### config.mk
export PLATFORM = sky130hd
export DESIGN_NAME = disp_pwr_seq
export DESIGN_NICKNAME = d
export VERILOG_FILES = /design/src/rtl/dseq_pkg.sv /design/src/rtl/dseq_timer.sv /design/src/rtl/dseq_status_eval.sv /design/src/rtl/dseq_rate_sel.sv /design/src/rtl/disp_pwr_seq.sv
export SDC_FILE = /design/constraint.sdc
export NUM_CORES = 1
export LEC_CHECK = 0
export BUFFER_PORTS_ARGS = -buffer_cell sky130_fd_sc_hd__buf_2
export CAP_MARGIN = 0
export CORE_MARGIN = 5
export CORE_UTILIZATION = 52
export CTS_CLUSTER_DIAMETER = 200
export DETAILED_ROUTE_END_ITERATION = 16
export PLACE_DENSITY = 0.77
export SYNTH_ARGS = -nofsm -noshare
export SYNTH_HDL_FRONTEND = slang
export SYNTH_SLANG_ARGS = --single-unit
### constraint.sdc
create_clock -name clk -period 4.4 [get_ports clk]
set_input_delay 0.22 -clock clk [delete_from_list [all_inputs] [get_ports clk]]
set_output_delay 0.22 -clock clk [all_outputs]
set_load 0.005 [all_outputs]
### src/rtl/dseq_pkg.sv
package dseq_pkg;

    typedef enum logic [2:0] {
        ST_IDLE,
        ST_QUERY,
        ST_HOLD,
        ST_RELEASE,
        ST_SOFT,
        ST_SETTLE
    } seq_state_e;

    localparam logic [7:0] OP_NONE       = 8'h00;
    localparam logic [7:0] OP_SOFT_RESET = 8'h01;
    localparam logic [7:0] OP_GET_POWER  = 8'h0A;

    // bits that matter in the power-mode byte, and the pattern meaning "showing"
    localparam logic [7:0] PWR_CARE_MASK  = 8'h7C;
    localparam logic [7:0] PWR_ON_PATTERN = 8'h1C;

    function automatic longint ceil_div(longint num, longint den);
        longint q;
        if (den <= 0) begin
            q = 1;
        end else begin
            q = (num + den - 1) / den;
        end
        if (q < 1) begin
            q = 1;
        end
        return q;
    endfunction

    function automatic longint us_to_cycles(longint clk_hz, longint us);
        return ceil_div(clk_hz * us, 64'd1000000);
    endfunction

    function automatic longint max2(longint a, longint b);
        return (a > b) ? a : b;
    endfunction

endpackage

### src/rtl/dseq_timer.sv
module dseq_timer #(
    parameter int CNT_W = 16
) (
    input  logic             clk,
    input  logic             rst_n,
    input  logic             load,
    input  logic [CNT_W-1:0] load_val,
    output logic             expired
);

    logic [CNT_W-1:0] remain;

    always_ff @(posedge clk or negedge rst_n) begin
        if (!rst_n) begin
            remain <= '0;
        end else if (load) begin
            remain <= load_val;
        end else if (remain != '0) begin
            remain <= remain - 1'b1;
        end
    end

    assign expired = (remain == '0);

endmodule

### src/rtl/dseq_status_eval.sv
module dseq_status_eval
    import dseq_pkg::*;
#(
    parameter logic [7:0] CARE_MASK  = PWR_CARE_MASK,
    parameter logic [7:0] ON_PATTERN = PWR_ON_PATTERN
) (
    input  logic [7:0] status_byte,
    input  logic       read_failed,
    output logic       panel_on
);

    logic [7:0] relevant;

    always_comb begin
        relevant = status_byte & CARE_MASK;
        panel_on = !read_failed && (relevant == ON_PATTERN);
    end

endmodule

### src/rtl/dseq_rate_sel.sv
module dseq_rate_sel
    import dseq_pkg::*;
#(
    parameter longint CLK_HZ      = 125_000_000,
    parameter longint LINK_MAX_HZ = 20_000_000,
    parameter longint RD_CAP_HZ   = 2_000_000,
    parameter int     DIV_W       = 16
) (
    input  logic             is_read,
    output logic [DIV_W-1:0] div
);

    localparam longint HALF_LINK = LINK_MAX_HZ / 2;
    localparam longint RD_HZ     = (HALF_LINK < RD_CAP_HZ) ? HALF_LINK : RD_CAP_HZ;
    localparam longint RD_DIV    = ceil_div(CLK_HZ, RD_HZ);
    localparam longint WR_DIV    = ceil_div(CLK_HZ, LINK_MAX_HZ);

    localparam logic [DIV_W-1:0] RD_DIV_V = DIV_W'(RD_DIV);
    localparam logic [DIV_W-1:0] WR_DIV_V = DIV_W'(WR_DIV);

    assign div = is_read ? RD_DIV_V : WR_DIV_V;

endmodule

### src/rtl/disp_pwr_seq.sv
module disp_pwr_seq
    import dseq_pkg::*;
#(
    parameter longint CLK_HZ        = 125_000_000,
    parameter longint LINK_MAX_HZ   = 20_000_000,
    parameter longint RD_CAP_HZ     = 2_000_000,
    parameter longint LOW_US        = 20,
    parameter longint REL_US        = 120_000,
    parameter longint POST_PIN_US   = 5_000,
    parameter longint POST_NOPIN_US = 120_000,
    parameter int     DIV_W         = 16
) (
    input  logic             clk,
    input  logic             rst_n,
    input  logic             start,
    input  logic             cond_mode,
    input  logic             has_rst_pin,
    output logic             lcd_rst_n,
    output logic             cmd_req,
    output logic [7:0]       cmd_op,
    output logic             cmd_read,
    output logic [DIV_W-1:0] cmd_div,
    input  logic             cmd_ack,
    input  logic             cmd_err,
    input  logic [7:0]       cmd_rdata,
    output logic             busy,
    output logic             done,
    output logic             already_on,
    output logic             error
);

    localparam longint LOW_CYC   = us_to_cycles(CLK_HZ, LOW_US);
    localparam longint REL_CYC   = us_to_cycles(CLK_HZ, REL_US);
    localparam longint PPIN_CYC  = us_to_cycles(CLK_HZ, POST_PIN_US);
    localparam longint PNONE_CYC = us_to_cycles(CLK_HZ, POST_NOPIN_US);
    localparam longint MAX_CYC   = max2(max2(LOW_CYC, REL_CYC), max2(PPIN_CYC, PNONE_CYC));
    localparam int     CNT_W     = $clog2(MAX_CYC + 1);

    localparam logic [CNT_W-1:0] LOAD_LOW   = CNT_W'(LOW_CYC - 1);
    localparam logic [CNT_W-1:0] LOAD_REL   = CNT_W'(REL_CYC - 1);
    localparam logic [CNT_W-1:0] LOAD_PPIN  = CNT_W'(PPIN_CYC - 1);
    localparam logic [CNT_W-1:0] LOAD_PNONE = CNT_W'(PNONE_CYC - 1);

    seq_state_e       state, state_nx;
    logic             pin_cfg;
    logic             tmr_load;
    logic [CNT_W-1:0] tmr_val;
    logic             tmr_expired;
    logic             panel_on;
    logic             accept_start;

    assign accept_start = (state == ST_IDLE) && start;

    dseq_timer #(
        .CNT_W (CNT_W)
    ) u_timer (
        .clk      (clk),
        .rst_n    (rst_n),
        .load     (tmr_load),
        .load_val (tmr_val),
        .expired  (tmr_expired)
    );

    dseq_status_eval u_eval (
        .status_byte (cmd_rdata),
        .read_failed (cmd_err),
        .panel_on    (panel_on)
    );

    dseq_rate_sel #(
        .CLK_HZ      (CLK_HZ),
        .LINK_MAX_HZ (LINK_MAX_HZ),
        .RD_CAP_HZ   (RD_CAP_HZ),
        .DIV_W       (DIV_W)
    ) u_rate (
        .is_read (cmd_read),
        .div     (cmd_div)
    );

    // next state and timer loading
    always_comb begin
        state_nx = state;
        tmr_load = 1'b0;
        tmr_val  = '0;
        unique case (state)
            ST_IDLE: begin
                if (start) begin
                    if (cond_mode) begin
                        state_nx = ST_QUERY;
                    end else if (has_rst_pin) begin
                        state_nx = ST_HOLD;
                        tmr_load = 1'b1;
                        tmr_val  = LOAD_LOW;
                    end else begin
                        state_nx = ST_SOFT;
                    end
                end
            end
            ST_QUERY: begin
                if (cmd_ack) begin
                    if (panel_on) begin
                        state_nx = ST_IDLE;
                    end else if (pin_cfg) begin
                        state_nx = ST_HOLD;
                        tmr_load = 1'b1;
                        tmr_val  = LOAD_LOW;
                    end else begin
                        state_nx = ST_SOFT;
                    end
                end
            end
            ST_HOLD: begin
                if (tmr_expired) begin
                    state_nx = ST_RELEASE;
                    tmr_load = 1'b1;
                    tmr_val  = LOAD_REL;
                end
            end
            ST_RELEASE: begin
                if (tmr_expired) begin
                    state_nx = ST_SOFT;
                end
            end
            ST_SOFT: begin
                if (cmd_ack) begin
                    if (cmd_err) begin
                        state_nx = ST_IDLE;
                    end else begin
                        state_nx = ST_SETTLE;
                        tmr_load = 1'b1;
                        tmr_val  = pin_cfg ? LOAD_PPIN : LOAD_PNONE;
                    end
                end
            end
            ST_SETTLE: begin
                if (tmr_expired) begin
                    state_nx = ST_IDLE;
                end
            end
            default: begin
                state_nx = ST_IDLE;
            end
        endcase
    end

    // state register, latched configuration and outcome flags
    always_ff @(posedge clk or negedge rst_n) begin
        if (!rst_n) begin
            state      <= ST_IDLE;
            pin_cfg    <= 1'b0;
            done       <= 1'b0;
            already_on <= 1'b0;
            error      <= 1'b0;
        end else begin
            state <= state_nx;
            if (accept_start) begin
                pin_cfg    <= has_rst_pin;
                done       <= 1'b0;
                already_on <= 1'b0;
                error      <= 1'b0;
            end
            if ((state == ST_QUERY) && cmd_ack && panel_on) begin
                done       <= 1'b1;
                already_on <= 1'b1;
            end
            if ((state == ST_SOFT) && cmd_ack && cmd_err) begin
                error <= 1'b1;
            end
            if ((state == ST_SETTLE) && tmr_expired) begin
                done <= 1'b1;
            end
        end
    end

    // outputs decoded from state
    always_comb begin
        lcd_rst_n = 1'b1;
        cmd_req   = 1'b0;
        cmd_op    = OP_NONE;
        cmd_read  = 1'b0;
        busy      = 1'b1;
        unique case (state)
            ST_IDLE: begin
                busy = 1'b0;
            end
            ST_QUERY: begin
                cmd_req  = 1'b1;
                cmd_op   = OP_GET_POWER;
                cmd_read = 1'b1;
            end
            ST_HOLD: begin
                lcd_rst_n = 1'b0;
            end
            ST_RELEASE: begin
                lcd_rst_n = 1'b1;
            end
            ST_SOFT: begin
                cmd_req = 1'b1;
                cmd_op  = OP_SOFT_RESET;
            end
            ST_SETTLE: begin
                lcd_rst_n = 1'b1;
            end
            default: begin
                busy = 1'b1;
            end
        endcase
    end

endmodule

==> Yosys cells after proc, flatten, opt, wreduce, memory -nomap -nowiden <==
Cells that the tools add are included.
{ "classes": {"add_sub_neg": 1, "n_eq_ne": 12, "n_mux": 45, "n_reduce_logical": 17} }
{ "ops": {"columns": ["cell", "count"], "rows": [
  ["24-bit 2-to-1 mux", 6],
  ["24-bit case mux with 4 select lines", 1],
  ["12-bit 2-to-1 mux", 6],
  ["3-bit 2-to-1 mux", 11],
  ["24-bit logical NOT", 1],
  ["24-bit nonzero test", 1],
  ["24-bit by 1-bit subtractor with 24-bit output, second input constant", 1],
  ["3-bit case mux with 6 select lines", 1],
  ["1-bit 2-to-1 mux", 17],
  ["2-bit != test, second input constant", 6],
  ["4-bit case mux with 2 select lines", 1],
  ["1-bit logical AND", 7],
  ["3-bit by 2-bit == test with 1-bit output, second input constant", 2],
  ["3-bit == test, second input constant", 2],
  ["6-bit 2-to-1 mux", 1],
  ["6-bit AND reduction", 1],
  ["2-bit nonzero test", 3],
  ["5-bit by 3-bit == test with 1-bit output, second input constant", 1],
  ["1-bit case mux with 4 select lines", 1],
  ["3-bit by 1-bit == test with 1-bit output, second input constant", 1],
  ["3-bit logical NOT", 1],
  ["3-bit nonzero test", 1],
  ["2-bit OR reduction", 1],
  ["1-bit logical NOT", 1]
]} }
{ "word_totals": {"reg_bits": 31, "in_bits": 15, "out_inout_bits": 31, "elab_cells": 81} }

==> Depth between registers and ports, before layout <==
{ "depth": {"ltp_word": 6, "mapped_depth": 7, "ltp_nobuf": 7} }

==> Cells and area by module <==
A second synthesis with hierarchy kept.
{ "hier_totals": {"cells_unflattened": 272, "hier_area_um2": 2306.0} }
{ "by_module_without_submodules": {"columns": ["mod", "n_inst", "cells_per_inst", "area_per_inst_um2"], "rows": [
  ["dseq_timer", 1, 164, 1506.4],
  ["disp_pwr_seq", 1, 88, 656.9],
  ["dseq_rate_sel", 1, 18, 127.6],
  ["dseq_status_eval", 1, 2, 15.0]
]} }

==> Least setup slack after synthesis <==
No wires, ideal clock.
{ "synth_timing": {"path_kind": "register -> register", "startpoint": "register u_timer.remain[0]", "endpoint": "register u_timer.remain[14]", "setup_time_ns": 0.094, "t_arrival_ns": 1.871, "required_ns": 4.306, "setup_slack_ns": 2.435, "path_stages_with_launch": 8, "cell_sequence": "dfrtp_1 > inv_1 > ha_1 > nor3b_1 > nand4_1 > nor3_1 > xnor2_1 > a211oi_1"} }
{ "synth_via": {"elab_chain_cells": 4} }
{ "synth_lines": {"columns": ["element", "line_no", "source"], "rows": [
  ["start: declaration", "dseq_timer.sv:11", "logic [CNT_W-1:0] remain;"],
  ["start signal: assignment", "dseq_timer.sv:17", "remain <= load_val;"],
  ["start signal: assignment", "dseq_timer.sv:19", "remain <= remain - 1'b1;"],
  ["parallel branches: the longest is 4 deep, another holds 24-bit by 1-bit subtractor with 24-bit output", null, null]
]} }
Parallel ways; which one is timed is not known. The select of a mux whose other input is x is not followed.
A chain may end at the register's enable or synchronous reset.

==> Final worst setup path <==
Ends and elaborated chain as after synthesis.

==> flow_metrics.env <==
export IMPL_drv_slew=0
export IMPL_final_common_cell="dfrtp_1"
export IMPL_cp_required_ns=4.58
export IMPL_setup_viol=0
export IMPL_portBuffers=24
export IMPL_syn_avg_cell_area_sq_um=9.17
export IMPL_synth_ff_type="dfrtp_1"
export IMPL_worst_slew_pin_slew_ns=0.882
export IMPL_syn_instance_count=233
export IMPL_antennaDiodeCount=0
export IMPL_fin_crit_sh_pct=58.2
export IMPL_clk_pin_slew_ns=0.06
export IMPL_drive_above_1_share_pct=17.0
export IMPL_ir_worst_vdd_uv=246
export IMPL_rsz0062_at_grt="false"
export IMPL_holdBufCountCts=0
export IMPL_synthDistinctLibCells=55
export IMPL_cts_tree="yes"
export IMPL_via_count=1722
export IMPL_fin_crit_ns=2.56
export IMPL_io_pins=46
export IMPL_r2r_cells=7
export IMPL_p_int_w=0.000793
export IMPL_path_cells="inv_1 > ha_1 > nor3b_1 > nand4_1 > nor3_1 > xnor2_1 > a211oi_1"
export IMPL_reg2reg_setup_slack_ns=1.84
export IMPL_h_tree_depth=2
export IMPL_r2r_start="u_timer.remain[0]"
export IMPL_cts_made_buffers=5
export IMPL_ys_ff_latch=31
export IMPL_die_w_um=74.1
export IMPL_grt_max_degree=32
export IMPL_path_buf_inv=1
export IMPL_power_frac_comb_pct=46.3
export IMPL_violations="negative hold slack"
export IMPL_postRouteAntennaNets=0
export IMPL_cts_path_max_buffers=2
export IMPL_die_h_um=74.1
export IMPL_dpl_cell_area_sq_um=2170
export IMPL_endpoint_kind="flip-flop"
export IMPL_drc=0
export IMPL_arrival_ns=2.74
export IMPL_routed_wl_mm=4.48
export IMPL_cts_repair_resized=0
export IMPL_reg2reg_to="u_timer.remain[14]"
export IMPL_p_per_area_nw_per_um2=614
export IMPL_root_buffer="clkbuf_8"
export IMPL_first_global_vias=1568
export IMPL_worst_hold_slack_ns=-0.0179
export IMPL_fin_util_pct=56.1
export IMPL_finClkSkew_ns=0.00410
export IMPL_place_hpwl_mm=3.37
export IMPL_nets=271
export IMPL_clkPwrFrac_pct=14.6
export IMPL_synth_cell_area_sq_um=2140
export IMPL_synth_edf_count=0
export IMPL_slew_headroom_pct=41.1
export IMPL_p_sw_w=0.000586
export IMPL_clock_fmax_ghz=0.390
export IMPL_grt_use_total_pct=17.2
export IMPL_die_area_sq_um=5490
export IMPL_grt_first_pass_wirelength_mm=7.24
export IMPL_finalNonFillerCells=303
export IMPL_path_class="reg2reg"
export IMPL_wl_per_cell_um=14.8
export IMPL_crit_path_start_kind="flip-flop"
export IMPL_final_area_sq_um=2250
export IMPL_outcome="finished with violations"
export IMPL_drt_iter0_markers=87
export IMPL_initial_core_util_pct=53.4
export IMPL_cts_sinks=31
export IMPL_p_leak_nw=1.06
export IMPL_antenna_found_initial=0
export IMPL_postCtsSetupRepairBufs=0
export IMPL_swShare_pct=42.5
export IMPL_num_rows=23
export IMPL_area_delta_synth_final_pct=5.16
export IMPL_detail_route_vias_per_cell=5.68
export IMPL_ys_seq_area_share_pct=36.3
export IMPL_maxCapViolCount=0
export IMPL_yosysWarnings=0
export IMPL_hold_class="in2async"
export IMPL_setup_tns_ns=0
export IMPL_coreArea_sq_um=4000
export IMPL_critPathMaxStageDelay_ns=0.73
export IMPL_worstPathMaxFanout=6
export IMPL_critPathTopFamily="simple AND/OR/NAND/NOR gates"
export IMPL_mostFrequentLayoutCells="dfrtp_1 (31), buf_2 (24), nor2_1 (23)"
export IMPL_final_hold_violation_count=31
export IMPL_clk_latency_ns=0.28
export IMPL_overflow=0
export IMPL_crit_slowest_cell="nor3b_1"
export IMPL_synthArstFlopShare_pct=100
export IMPL_seq_power_share_pct=39.1
export IMPL_dp_cells=297
export IMPL_gp_congestion=0.831
export IMPL_dr_pass1_iters=4
## routing by layer
layer / track usage, % / part of all wire, % / up-vias
li1: - / - / 851
met1: 23.6 / 46 / 810
met2: 27.1 / 46 / 53
met3: 4.32 / 6.3 / 8
met4: 4.63 / 1.2 / 0
met5: 0 / 0 / -
## worst max-delay path by stage
stage / from / end / cells past startpoint
floorplan: u_timer.remain[0] / u_timer.remain[14] / 7
global placement: u_timer.remain[0] / u_timer.remain[14] / 7
detailed placement: u_timer.remain[0] / u_timer.remain[14] / 7
CTS: u_timer.remain[0] / u_timer.remain[14] / 7
global route: u_timer.remain[0] / u_timer.remain[14] / 7
finish: u_timer.remain[0] / u_timer.remain[14] / 7
## power groups by stage
stage / Sequential [W] / Clock, W / Combinational [W]
detailed placement: 0.000540 / 0 / 0.000638
CTS: 0.000535 / 0.000207 / 0.000642
finish: 0.000539 / 0.000202 / 0.000638
global placement: 0.000537 / 0 / 0.000623
global route: 0.000558 / 0.000220 / 0.000711
floorplan: 0.000490 / 0 / 0.000577
## Yosys cell counts, types with 2 or more instances
library cell   n  share of area (%)
a211oi_1       5                1.8
a21oi_1       17                4.0
a31oi_1        2               0.59
buf_4         23                8.1
clkbuf_8       2                1.3
conb_1         2               0.35
dfrtp_1       31                 36
ha_1           2                1.2
inv_1          6                1.1
mux2_2         2                1.1
mux2i_1        2               0.94
nand2_1       13                2.3
nand2b_1       4                1.2
nand2b_4       2                1.3
nand4_1        3               0.88
nand4b_1       2               0.82
nor2_1        23                4.0
nor2b_1        3               0.88
nor3_1        14                3.3
nor3_4         2                1.5
nor4_1         7                2.1
o211a_1        2               0.94
o21ai_0       13                3.0
o21bai_1       2               0.70
o22ai_1        2               0.59
o31a_1         2               0.82
or3_1          2               0.59
xnor2_1       14                5.7
xor2_1         3                1.2
## layout make-up
cell class | instances | area (sq um)
Tap cell | 50 | 62.6
Sequential cell | 31 | 776
Inverter | 6 | 22.5
Multi-Input combinational cell | 186 | 1190
Clock buffer | 6 | 72.6
Timing Repair Buffer | 24 | 120
Fill cell | 362 | 1750
## kinds of logic (layout without fill, tap and decap cells)
group                    Yosys count  count (layout)  synth area share, %
multiplexers                       4               4                 1.99
buffers and inverters             32              36                 10.7
AND/OR/NAND/NOR                   90              90                 26.0
flip-flops                        31              31                 36.3
other                              2              18                0.352
XOR/XNOR                          17              17                 6.97
AO/OA/AOI/OAI                     55              55                 16.6
adder cells (fa/ha/maj)            2               2                 1.17
## registers in the layout (all words and copies together), names as in the netlist
register / flops
u_timer.remain: 24
state: 3
already_on: 1
done: 1
error: 1
pin_cfg: 1
## per-stage QoR
step                worst slack [ns]  power, W
detailed placement              1.90   0.00118
CTS                             1.87   0.00138
finish                          1.84   0.00138
global placement                1.97   0.00116
global route                    1.67   0.00149
floorplan                       2.44   0.00107
Note: power is estimated with default switching activity, not from simulation.
